==> src/rtl/rowsweep_pkg.sv <==
package rowsweep_pkg;

    typedef enum logic [2:0] {
        EL_INIT   = 3'd0,
        EL_UP_RW1 = 3'd1,
        EL_UP_RW0 = 3'd2,
        EL_DN_RW1 = 3'd3,
        EL_DN_RW0 = 3'd4,
        EL_FINAL  = 3'd5
    } elem_e;

    typedef enum logic [2:0] {
        ST_IDLE,
        ST_READ,
        ST_WRITE,
        ST_DRAIN,
        ST_DONE
    } state_e;

    typedef struct packed {
        logic has_rd;
        logic has_wr;
        logic down;
        logic rd_val;
        logic wr_val;
    } elem_cfg_t;

    function automatic elem_cfg_t cfg_of(input elem_e e);
        elem_cfg_t c;
        case (e)
            EL_INIT:   c = '{has_rd: 1'b0, has_wr: 1'b1, down: 1'b0, rd_val: 1'b0, wr_val: 1'b0};
            EL_UP_RW1: c = '{has_rd: 1'b1, has_wr: 1'b1, down: 1'b0, rd_val: 1'b0, wr_val: 1'b1};
            EL_UP_RW0: c = '{has_rd: 1'b1, has_wr: 1'b1, down: 1'b0, rd_val: 1'b1, wr_val: 1'b0};
            EL_DN_RW1: c = '{has_rd: 1'b1, has_wr: 1'b1, down: 1'b1, rd_val: 1'b0, wr_val: 1'b1};
            EL_DN_RW0: c = '{has_rd: 1'b1, has_wr: 1'b1, down: 1'b1, rd_val: 1'b1, wr_val: 1'b0};
            EL_FINAL:  c = '{has_rd: 1'b1, has_wr: 1'b0, down: 1'b0, rd_val: 1'b0, wr_val: 1'b0};
            default:   c = '{has_rd: 1'b0, has_wr: 1'b0, down: 1'b0, rd_val: 1'b0, wr_val: 1'b0};
        endcase
        return c;
    endfunction

endpackage

==> src/rtl/rowsweep_col_map.sv <==
module rowsweep_col_map #(
    parameter int COL_BITS = 4
) (
    input  logic [COL_BITS-1:0] idx,
    output logic [COL_BITS-1:0] col,
    output logic                upper
);
    logic [COL_BITS-1:0] base;

    // pair value p (top bit clear) with its complement on odd steps
    assign base  = {1'b0, idx[COL_BITS-1:1]};
    assign col   = idx[0] ? ~base : base;
    assign upper = col[COL_BITS-1];

endmodule

==> src/rtl/rowsweep_ctrl.sv <==
module rowsweep_ctrl
    import rowsweep_pkg::*;
#(
    parameter int ROW_BITS = 9,
    parameter int COL_BITS = 4
) (
    input  logic                clk,
    input  logic                rst_n,
    input  logic                start,
    input  logic                upper,
    output logic [ROW_BITS-1:0] row,
    output logic [COL_BITS-1:0] idx,
    output elem_e               elem,
    output logic                rd_issue,
    output logic                wr_issue,
    output logic                wbit,
    output logic                ebit,
    output logic                busy,
    output logic                done,
    output logic                clr
);
    localparam logic [ROW_BITS-1:0] ROW_MAX = '1;
    localparam logic [COL_BITS-1:0] IDX_MAX = '1;

    state_e              state, state_n;
    elem_e               elem_n;
    logic [ROW_BITS-1:0] row_n;
    logic [COL_BITS-1:0] idx_n;
    elem_cfg_t           cfg, cfg_nx;
    elem_e               elem_inc;
    logic                last_cell;
    logic                step;

    assign elem_inc  = elem_e'(elem + 3'd1);
    assign cfg       = cfg_of(elem);
    assign cfg_nx    = cfg_of(elem_inc);
    assign last_cell = cfg.down ? (row == '0 && idx == '0)
                                : (row == ROW_MAX && idx == IDX_MAX);
    assign step      = (state == ST_WRITE) || (state == ST_READ && !cfg.has_wr);
    assign clr       = start && (state == ST_IDLE || state == ST_DONE);

    // next-state logic
    always_comb begin
        state_n = state;
        elem_n  = elem;
        row_n   = row;
        idx_n   = idx;
        unique case (state)
            ST_IDLE, ST_DONE: begin
                if (start) begin
                    state_n = ST_WRITE;
                    elem_n  = EL_INIT;
                    row_n   = '0;
                    idx_n   = '0;
                end
            end
            ST_READ:  if (cfg.has_wr) state_n = ST_WRITE;
            ST_WRITE: state_n = ST_WRITE;
            ST_DRAIN: state_n = ST_DONE;
            default:  state_n = ST_IDLE;
        endcase
        if (step) begin
            if (last_cell) begin
                if (elem == EL_FINAL) begin
                    state_n = ST_DRAIN;
                end else begin
                    elem_n  = elem_inc;
                    row_n   = cfg_nx.down ? ROW_MAX : '0;
                    idx_n   = cfg_nx.down ? IDX_MAX : '0;
                    state_n = cfg_nx.has_rd ? ST_READ : ST_WRITE;
                end
            end else begin
                if (cfg.down) begin
                    if (idx == '0) begin
                        idx_n = IDX_MAX;
                        row_n = row - 1'b1;
                    end else begin
                        idx_n = idx - 1'b1;
                    end
                end else begin
                    if (idx == IDX_MAX) begin
                        idx_n = '0;
                        row_n = row + 1'b1;
                    end else begin
                        idx_n = idx + 1'b1;
                    end
                end
                state_n = cfg.has_rd ? ST_READ : ST_WRITE;
            end
        end
    end

    // state register
    always_ff @(posedge clk) begin
        if (!rst_n) begin
            state <= ST_IDLE;
            elem  <= EL_INIT;
            row   <= '0;
            idx   <= '0;
        end else begin
            state <= state_n;
            elem  <= elem_n;
            row   <= row_n;
            idx   <= idx_n;
        end
    end

    // outputs
    always_comb begin
        rd_issue = (state == ST_READ);
        wr_issue = (state == ST_WRITE);
        busy     = (state == ST_READ) || (state == ST_WRITE) || (state == ST_DRAIN);
        done     = (state == ST_DONE);
        wbit     = cfg.wr_val ^ upper;
        ebit     = cfg.rd_val ^ upper;
    end

    // assertion support: previous write inside the run
    logic  have_wr, last_wbit;
    elem_e last_welem;
    always_ff @(posedge clk) begin
        if (!rst_n || clr) begin
            have_wr    <= 1'b0;
            last_wbit  <= 1'b0;
            last_welem <= EL_INIT;
        end else if (wr_issue) begin
            have_wr    <= 1'b1;
            last_wbit  <= wbit;
            last_welem <= elem;
        end
    end

    AST_WR_FLIP: assert property (@(posedge clk) disable iff (!rst_n)
        (wr_issue && have_wr && last_welem == elem) |-> (wbit != last_wbit));

    AST_RD_THEN_WR: assert property (@(posedge clk) disable iff (!rst_n)
        (rd_issue && cfg.has_wr) |=> (wr_issue && $stable(row) && $stable(idx)));

    AST_ROW_STEP: assert property (@(posedge clk) disable iff (!rst_n)
        ((rd_issue || wr_issue) && $past(rd_issue || wr_issue) && $past(elem) == elem
         && row != $past(row))
        |-> ($past(idx) == (cfg.down ? {COL_BITS{1'b0}} : IDX_MAX)));

    AST_DONE_ON_END: assert property (@(posedge clk) disable iff (!rst_n)
        $fell(busy) |-> done);

    AST_START_IGNORED: assert property (@(posedge clk) disable iff (!rst_n)
        ((rd_issue || wr_issue) && start)
        |=> !(wr_issue && elem == EL_INIT && row == '0 && idx == '0));

endmodule

==> src/rtl/rowsweep_resp_check.sv <==
module rowsweep_resp_check
    import rowsweep_pkg::*;
#(
    parameter int ROW_BITS = 9,
    parameter int COL_BITS = 4,
    parameter int DATA_W   = 32
) (
    input  logic                clk,
    input  logic                rst_n,
    input  logic                clr,
    input  logic                rd_issue,
    input  logic                ebit,
    input  logic [ROW_BITS-1:0] row,
    input  logic [COL_BITS-1:0] col,
    input  elem_e               elem,
    input  logic [DATA_W-1:0]   rdata,
    output logic                fail,
    output logic [ROW_BITS-1:0] fail_row,
    output logic [COL_BITS-1:0] fail_col,
    output logic [2:0]          fail_elem
);
    logic                pend;
    logic                p_exp;
    logic [ROW_BITS-1:0] p_row;
    logic [COL_BITS-1:0] p_col;
    logic [2:0]          p_elem;
    logic                mismatch;

    assign mismatch = pend && (rdata != {DATA_W{p_exp}});

    always_ff @(posedge clk) begin
        if (!rst_n) begin
            pend      <= 1'b0;
            p_exp     <= 1'b0;
            p_row     <= '0;
            p_col     <= '0;
            p_elem    <= '0;
            fail      <= 1'b0;
            fail_row  <= '0;
            fail_col  <= '0;
            fail_elem <= '0;
        end else begin
            pend <= rd_issue;
            if (rd_issue) begin
                p_exp  <= ebit;
                p_row  <= row;
                p_col  <= col;
                p_elem <= elem;
            end
            if (clr) begin
                fail      <= 1'b0;
                fail_row  <= '0;
                fail_col  <= '0;
                fail_elem <= '0;
            end else if (mismatch && !fail) begin
                fail      <= 1'b1;
                fail_row  <= p_row;
                fail_col  <= p_col;
                fail_elem <= p_elem;
            end
        end
    end

    AST_FAIL_HOLD: assert property (@(posedge clk) disable iff (!rst_n)
        (fail && !clr) |=> (fail && $stable(fail_row) && $stable(fail_col)
                            && $stable(fail_elem)));

endmodule

==> src/rtl/rowsweep_march.sv <==
module rowsweep_march
    import rowsweep_pkg::*;
#(
    parameter int ROW_BITS = 9,
    parameter int COL_BITS = 4,
    parameter int DATA_W   = 32,
    localparam int ADDR_W  = ROW_BITS + COL_BITS
) (
    input  logic                clk,
    input  logic                rst_n,
    input  logic                start,
    output logic                busy,
    output logic                done,
    output logic                mem_req,
    output logic                mem_we,
    output logic [ADDR_W-1:0]   mem_addr,
    output logic [DATA_W-1:0]   mem_wdata,
    input  logic [DATA_W-1:0]   mem_rdata,
    output logic                fail,
    output logic [ROW_BITS-1:0] fail_row,
    output logic [COL_BITS-1:0] fail_col,
    output logic [2:0]          fail_elem
);
    logic [ROW_BITS-1:0] row;
    logic [COL_BITS-1:0] idx, col;
    elem_e               elem;
    logic                upper, rd_issue, wr_issue, wbit, ebit, clr;

    rowsweep_col_map #(.COL_BITS(COL_BITS)) u_map (
        .idx   (idx),
        .col   (col),
        .upper (upper)
    );

    rowsweep_ctrl #(.ROW_BITS(ROW_BITS), .COL_BITS(COL_BITS)) u_ctrl (
        .clk      (clk),
        .rst_n    (rst_n),
        .start    (start),
        .upper    (upper),
        .row      (row),
        .idx      (idx),
        .elem     (elem),
        .rd_issue (rd_issue),
        .wr_issue (wr_issue),
        .wbit     (wbit),
        .ebit     (ebit),
        .busy     (busy),
        .done     (done),
        .clr      (clr)
    );

    rowsweep_resp_check #(.ROW_BITS(ROW_BITS), .COL_BITS(COL_BITS), .DATA_W(DATA_W)) u_chk (
        .clk       (clk),
        .rst_n     (rst_n),
        .clr       (clr),
        .rd_issue  (rd_issue),
        .ebit      (ebit),
        .row       (row),
        .col       (col),
        .elem      (elem),
        .rdata     (mem_rdata),
        .fail      (fail),
        .fail_row  (fail_row),
        .fail_col  (fail_col),
        .fail_elem (fail_elem)
    );

    assign mem_req   = rd_issue | wr_issue;
    assign mem_we    = wr_issue;
    assign mem_addr  = {row, col};
    assign mem_wdata = {DATA_W{wbit}};

    AST_REQ_IN_RUN: assert property (@(posedge clk) disable iff (!rst_n)
        mem_req |-> (busy && !done));

endmodule

==> config.mk <==
export PLATFORM = sky130hd
export DESIGN_NAME = rowsweep_march
export DESIGN_NICKNAME = d
export VERILOG_FILES = /design/src/rtl/rowsweep_pkg.sv /design/src/rtl/rowsweep_col_map.sv /design/src/rtl/rowsweep_ctrl.sv /design/src/rtl/rowsweep_resp_check.sv /design/src/rtl/rowsweep_march.sv
export SDC_FILE = /design/constraint.sdc
export NUM_CORES = 1
export LEC_CHECK = 0
export ABC_AREA = 1
export BUFFER_PORTS_ARGS = -buffer_cell sky130_fd_sc_hd__buf_4
export CAP_MARGIN = 10
export CORE_MARGIN = 1
export CORE_UTILIZATION = 55
export DETAILED_ROUTE_END_ITERATION = 12
export GPL_TIMING_DRIVEN = 1
export PLACE_DENSITY = 0.83
export SYNTH_ARGS = -nofsm -noshare
export SYNTH_HDL_FRONTEND = slang
export SYNTH_SLANG_ARGS = --single-unit
==> constraint.sdc <==
create_clock -name clk -period 7.7 [get_ports clk]
set_clock_uncertainty 0.1 [all_clocks]
set_input_delay 0 -clock clk [delete_from_list [all_inputs] [get_ports clk]]
set_output_delay 0 -clock clk [all_outputs]
set_load 0.01 [all_outputs]
# Yosys cells after proc, flatten, opt, wreduce, memory -nomap -nowiden
# Cells that the tools add are included.
[totals]
reg_bits = 54
input_bits = 35
output_inout_bits = 66
elab_cells = 97
[classes]
add_sub_neg = 5
n_eq_ne = 19
n_mux = 35
n_bitwise = 5
reduce_logical = 20
[ops]
columns = ["op", "n"]
rows = [
  ["$mux 9", 9],
  ["$pmux 5 s6", 2],
  ["$mux 4", 10],
  ["$ne 32x32->1", 1],
  ["$mux 3", 10],
  ["$eq 3x2->1 const B", 6],
  ["$eq 3x3->1 const B", 5],
  ["$pmux 3 s4", 1],
  ["$add 9x1->9 const B", 1],
  ["$eq 3x1->1 const B", 3],
  ["$eq 9x9->1 const B", 1],
  ["$logic_not 3->1", 3],
  ["$logic_not 9->1", 1],
  ["$sub 9x1->9 const B", 1],
  ["$logic_and 1x1->1", 6],
  ["$add 4x1->4 const B", 1],
  ["$eq 4x4->1 const B", 1],
  ["$logic_not 4->1", 1],
  ["$logic_or 1x1->1", 4],
  ["$mux 2", 2],
  ["$not 3->4", 1],
  ["$reduce_or 2->1", 2],
  ["$sub 4x1->4 const B", 1],
  ["$add 3x1->3 const B", 1],
  ["8 further kinds", 10],
]

# Depth between registers and ports, before layout
[logic_depth]
word_depth = 7
depth_mapped = 13
mapped_depth_nobuf = 13

# Hierarchy
# Synthesis repeated with hierarchy kept, for this count alone.
[unflattened]
cells_unflattened = 674
area_unflattened_um2 = 4235.3
[modules_own_cells]
columns = ["mod", "instances", "cells_per_inst", "area_each_um2", "seq_area_each_um2"]
rows = [
  ["rowsweep_ctrl", 1, 387, 2215.9, 380.4],
  ["rowsweep_resp_check", 1, 237, 1704.1, 700.7],
  ["rowsweep_march", 1, 35, 251.5, 0.0],
  ["rowsweep_col_map", 1, 15, 63.8, 0.0],
]

# Worst setup path before layout
# No wires, ideal clock.
[synth_timing]
path_kind = "register to output"
startpoint = "register u_ctrl.elem[1]"
endpoint = "output port mem_wdata[0]"
arrival_time_ps = 2460
t_required_ps = 7600
setup_slack_ps = 5140
path_stages_with_launch = 8
path_buffers = 1
path_cell_list = "dfxtp_1 -> inv_1 -> ha_1 -> nand2_1 -> inv_1 -> o21ai_0 -> xor2_1 -> buf_4"
[synth_between]
elab_chain_len = 3
elab_cells_between_ends = 8
cone_classes = "eq/ne: 5; mux: 1; bitwise: 1; reduce/logical: 1"
[synth_rtl]
columns = ["item", "line", "rtl"]
rows = [
  ["from (decl)", "rowsweep_ctrl.sv:13", "output elem_e elem,"],
  ["from (signal assigned)", "rowsweep_ctrl.sv:102", "elem <= elem_n;"],
  ["$eq 3x3->1, or another cell as far along", "rowsweep_pkg.sv:30", "case (e)"],
  ["$pmux 5 s6 *", "rowsweep_pkg.sv:30", ""],
  ["$xor 1x1->1 *", "rowsweep_ctrl.sv:114", "wbit = cfg.wr_val ^ upper;"],
  ["to (decl)", "rowsweep_march.sv:17", "output logic [DATA_W-1:0] mem_wdata,"],
]
# Every way passes the cells marked *; elsewhere a longest branch is shown, timed or not.

# Worst setup path in the final report
[layout_timing]
startpoint = "register u_ctrl.elem[1]"
endpoint = "output port mem_wdata[6]"
# Same word-level chain as after synthesis.

==> metrics.txt <==
root cell of the clock tree sky130_fd_sc_hd__clkbuf_8; number of vias after detailed routing 4182; slowest cell delay on critical path slightly above 0.9 ns; total power draw ~550 uW; clock sink count 54; ports placed on the boundary a little over 100; cell type group with the largest total delay on the critical path XOR/XNOR gates; synthesis-to-layout area growth 14.5%; global-route total usage across every layer 0.257; required arrival time at the worst endpoint between 7 and 8 ns; multiplexer area fraction after synthesis 0; number of enable-type register cells in the synthesized netlist 0; final standard cell area without fillers around 4700 um2; count of nets left with antenna violations after detail routing 0; instance count on the critical path 7; Syn Area/Cell 6.11 um2; layout cell share with drive strength beyond 1 0.187; clock transition at the registers of the reported paths between 0.1 and 0.15 ns; Post-layout nets approximately 770; element type at the critical path end primary output; number of buffers and inverters on the critical path 3; dominant combinational cell family by area after synthesis simple AND/OR/NAND/NOR gates; deepest clock path buffer count 2; Routed WL around 10000 um; number of max-cap violations 0; highest net fanout along the worst path 32; reg-to-reg critical path startpoint u_ctrl.idx[0]; area share of fa/ha/maj cells after synthesis 0.0428; post-synthesis share of cell area spent on xor and xnor gates 0.0150; final hold slack 0.290 ns; data arrival time of the critical path approximately 2.8 ns; number of library cell types mapped by synthesis 35; final max-slew violation count 0; most used cell along the critical path sky130_fd_sc_hd__inv_1; number of global-route vias before repair 3690; clock buffer count from CTS 5; Hold Fails Final Rpt 0; final sum of negative setup slack 0 ns; fraction of the yosys area taken by sequential cells 0.264; Setup Crit Path Kind reg2out; drc violations 0; clock tree from TritonCTS built; global placement routability congestion just over 0.9; dpl cell area 4570 um2; post-layout min period between 2 and 3 ns; setup repair after global routing missed its margin no; die span in x between 80 and 90 um; Pwr Density around 120 nW/um2; number of setup buffers added after CTS 0; Total Die Area around 7800 um2; antenna fix cells 0; total congestion overflow after global routing 0; first-iteration detailed-routing DRC count between 300 and 400; number of endpoints failing setup at the final stage 0; actual transition at the worst max-transition pin between 1 and 1.5 ns; Clock H-tree levels 2; wire length of the first global-routing pass between 15000 and 20000 um; Area contributors post-synth sky130_fd_sc_hd__dfxtp_1, sky130_fd_sc_hd__nand2_1, sky130_fd_sc_hd__inv_1; largest vdd supply drop around 67 uV; WL per Instance between 10 and 15 um; depth of the worst hold-timing path 10; via density per instance 5.12; count of cells along the worst register-to-register path 12; reported leakage power 0.00248 uW; initial standard-cell utilization of the core 0.567; basic-gate share of the synthesized area counting and, or, nand and nor cells 0.369; Row Count 31; Synth Cell Area just over 4000 um2; pin count of the biggest net entering global routing 33; portion of the clock cycle consumed by the worst path in the final layout 0.379; series of cell instances along the critical path inv_1, ha_1, nand2_1, inv_1, o21ai_0, xor2_2, buf_4; share of synthesized flip-flops with an asynchronous set or reset 0; most instantiated flip-flop cell in the synthesis netlist sky130_fd_sc_hd__dfxtp_1; largest area contributor in the synthesized netlist sky130_fd_sc_hd__dfxtp_1; headroom to the max-slew limit 0.246; number of iterations in the first detailed-routing pass 5; total number of yosys warnings 0; highest clock frequency the design can meet ~0.34 GHz; result of the run completed; DP Wirelength approximately 7400 um; flip-flop and latch count after synthesis between 50 and 60; number of nets produced by synthesis ~720; antenna violations before repair 0; number of instances in the synthesized netlist 670; hold path startpoint mem_rdata[7]; total of buffers placed on input and output ports 100; HP Class in2reg; number of instances resized during post-cts repair 0; Crit. Startpoint u_ctrl.elem[1]; kind of start point of the critical path flip-flop; slowest CP cell sky130_fd_sc_hd__xor2_2; portion of synthesized cell area occupied by the leading cell type 0.264; placeable core area between 7000 and 8000 um2; compound-cell area share of the yosys netlist 0.109; source-to-sink clock delay at the later pin of the worst-skew pair approximately 0.32 ns; die boundary height just under 90 um
metal layers:
metal | track usage | vias up | part of all wire
li1 | - | 2155 | -
met1 | 0.319 | 1882 | 0.44
met2 | 0.471 | 127 | 0.49
met3 | 0.0326 | 18 | 0.057
met4 | 0.0645 | 0 | 0.012
met5 | 0 | - | 0
where the power goes:
group | switching (uW) | internal [uW]
combinational | 51.0 | 39.4
sequential | 3.77 | 281
clock | 105 | 67.7
total | 160 | 388
registers in the layout (all words and copies together), names as in the netlist:
| signal | cells |
|---|---|
| u_chk.fail | 1 |
| u_chk.fail_elem | 3 |
| u_chk.pend | 1 |
| u_chk.p_exp | 1 |
| u_ctrl.elem | 3 |
| u_ctrl.row | 9 |
| u_ctrl.idx | 4 |
| u_chk.fail_col | 4 |
| u_chk.p_elem | 3 |
| u_chk.p_col | 4 |
| u_chk.p_row | 9 |
| u_chk.fail_row | 9 |
| u_ctrl.state | 3 |
area by class of cell:
class                      instances  area [um2]
tap                               99         124
timing repair buffer             102         771
clock inverter                     3        28.8
multi-input combinational        444        2200
fill                             710        2530
clock buffer                       5        68.8
inverter                         110         413
sequential                        54        1080
kinds of logic (layout without fill, tap and decap cells):
| logic type | count (synthesis) | after routing |
|---|---|---|
| simple gates | 343 | 343 |
| buf+inv | 172 | 220 |
| flops | 54 | 54 |
| fa+ha+maj | 14 | 14 |
| compound gates | 80 | 80 |
| xor+xnor | 7 | 7 |
per-stage QoR:
stage	utilization	cells	setup slack (ns)
2_1_floorplan	-	670	5.14
3_3_place_gp	0.633	807	5.04
3_5_place_dp	0.633	807	4.89
4_1_cts	0.649	817	4.77
5_1_grt	0.649	817	4.49
6_report	0.649	817	4.78
cell usage after synthesis (2+ instances only):
| master | number |
|---|---|
| sky130_fd_sc_hd__buf_4 | 33 |
| sky130_fd_sc_hd__ha_1 | 14 |
| sky130_fd_sc_hd__inv_1 | 99 |
| sky130_fd_sc_hd__nor3_1 | 5 |
| sky130_fd_sc_hd__nand2_2 | 4 |
| sky130_fd_sc_hd__nand2_1 | 179 |
| sky130_fd_sc_hd__nand3_1 | 61 |
| sky130_fd_sc_hd__clkbuf_1 | 13 |
| sky130_fd_sc_hd__o21ai_0 | 38 |
| sky130_fd_sc_hd__or2_2 | 3 |
| sky130_fd_sc_hd__buf_6 | 5 |
| sky130_fd_sc_hd__o211ai_1 | 4 |
| sky130_fd_sc_hd__nor2_2 | 2 |
| sky130_fd_sc_hd__clkinv_1 | 2 |
| sky130_fd_sc_hd__o21ai_4 | 2 |
| sky130_fd_sc_hd__nand3b_1 | 4 |
| sky130_fd_sc_hd__o31ai_1 | 2 |
| sky130_fd_sc_hd__dfxtp_1 | 54 |
| sky130_fd_sc_hd__or2_1 | 2 |
| sky130_fd_sc_hd__xor2_1 | 7 |
| sky130_fd_sc_hd__inv_2 | 9 |
| sky130_fd_sc_hd__nor2_1 | 58 |
| sky130_fd_sc_hd__buf_2 | 11 |
| sky130_fd_sc_hd__a21oi_1 | 30 |
| sky130_fd_sc_hd__nand4_1 | 19 |
repair_timing:
item	in CTS	in global routing
endpoints found under the hold margin	23	0
setup endpoints to repair	0	0
hold buffers	2	0
placed cells by master (no fill, tap or decap), types with 2 or more instances in the layout:
cell type	n
sky130_fd_sc_hd__a21oi_1	30
sky130_fd_sc_hd__buf_4	100
sky130_fd_sc_hd__clkbuf_8	5
sky130_fd_sc_hd__clkinv_1	2
sky130_fd_sc_hd__clkinv_4	2
sky130_fd_sc_hd__dfxtp_1	54
sky130_fd_sc_hd__dlygate4sd3_1	2
sky130_fd_sc_hd__ha_1	14
sky130_fd_sc_hd__inv_1	99
sky130_fd_sc_hd__inv_2	9
sky130_fd_sc_hd__nand2_1	179
sky130_fd_sc_hd__nand2_2	4
sky130_fd_sc_hd__nand3_1	61
sky130_fd_sc_hd__nand3b_1	4
sky130_fd_sc_hd__nand4_1	19
sky130_fd_sc_hd__nor2_1	58
sky130_fd_sc_hd__nor2_2	2
sky130_fd_sc_hd__nor3_1	5
sky130_fd_sc_hd__o211ai_1	4
sky130_fd_sc_hd__o21ai_0	38
sky130_fd_sc_hd__o21ai_4	2
sky130_fd_sc_hd__o31ai_1	2
sky130_fd_sc_hd__or2_1	2
sky130_fd_sc_hd__or2_2	3
sky130_fd_sc_hd__xor2_1	6
worst reg2reg max path, stage by stage (launching register included):
cell                      delay, ns
sky130_fd_sc_hd__dfxtp_1       0.41
sky130_fd_sc_hd__inv_1         0.23
sky130_fd_sc_hd__ha_1          0.23
sky130_fd_sc_hd__nand2_1       0.06
sky130_fd_sc_hd__nor2_1        0.53
sky130_fd_sc_hd__nand3_1       0.30
sky130_fd_sc_hd__o21ai_4       0.46
sky130_fd_sc_hd__nand2_2       0.11
sky130_fd_sc_hd__inv_2         0.11
sky130_fd_sc_hd__nand2_2       0.08
sky130_fd_sc_hd__nand2_1       0.09
sky130_fd_sc_hd__nand2_1       0.05
sky130_fd_sc_hd__nor2_1        0.08
final timing paths:
kind	end	slack (ns)
setup / recovery	mem_wdata[6]	4.78
hold / removal	u_chk.fail_row[1]	0.29
setup reg to reg	u_ctrl.elem[1]	4.81
hold reg to reg	u_chk.p_row[7]	0.36
Note: power is estimated with default switching activity, not from simulation.
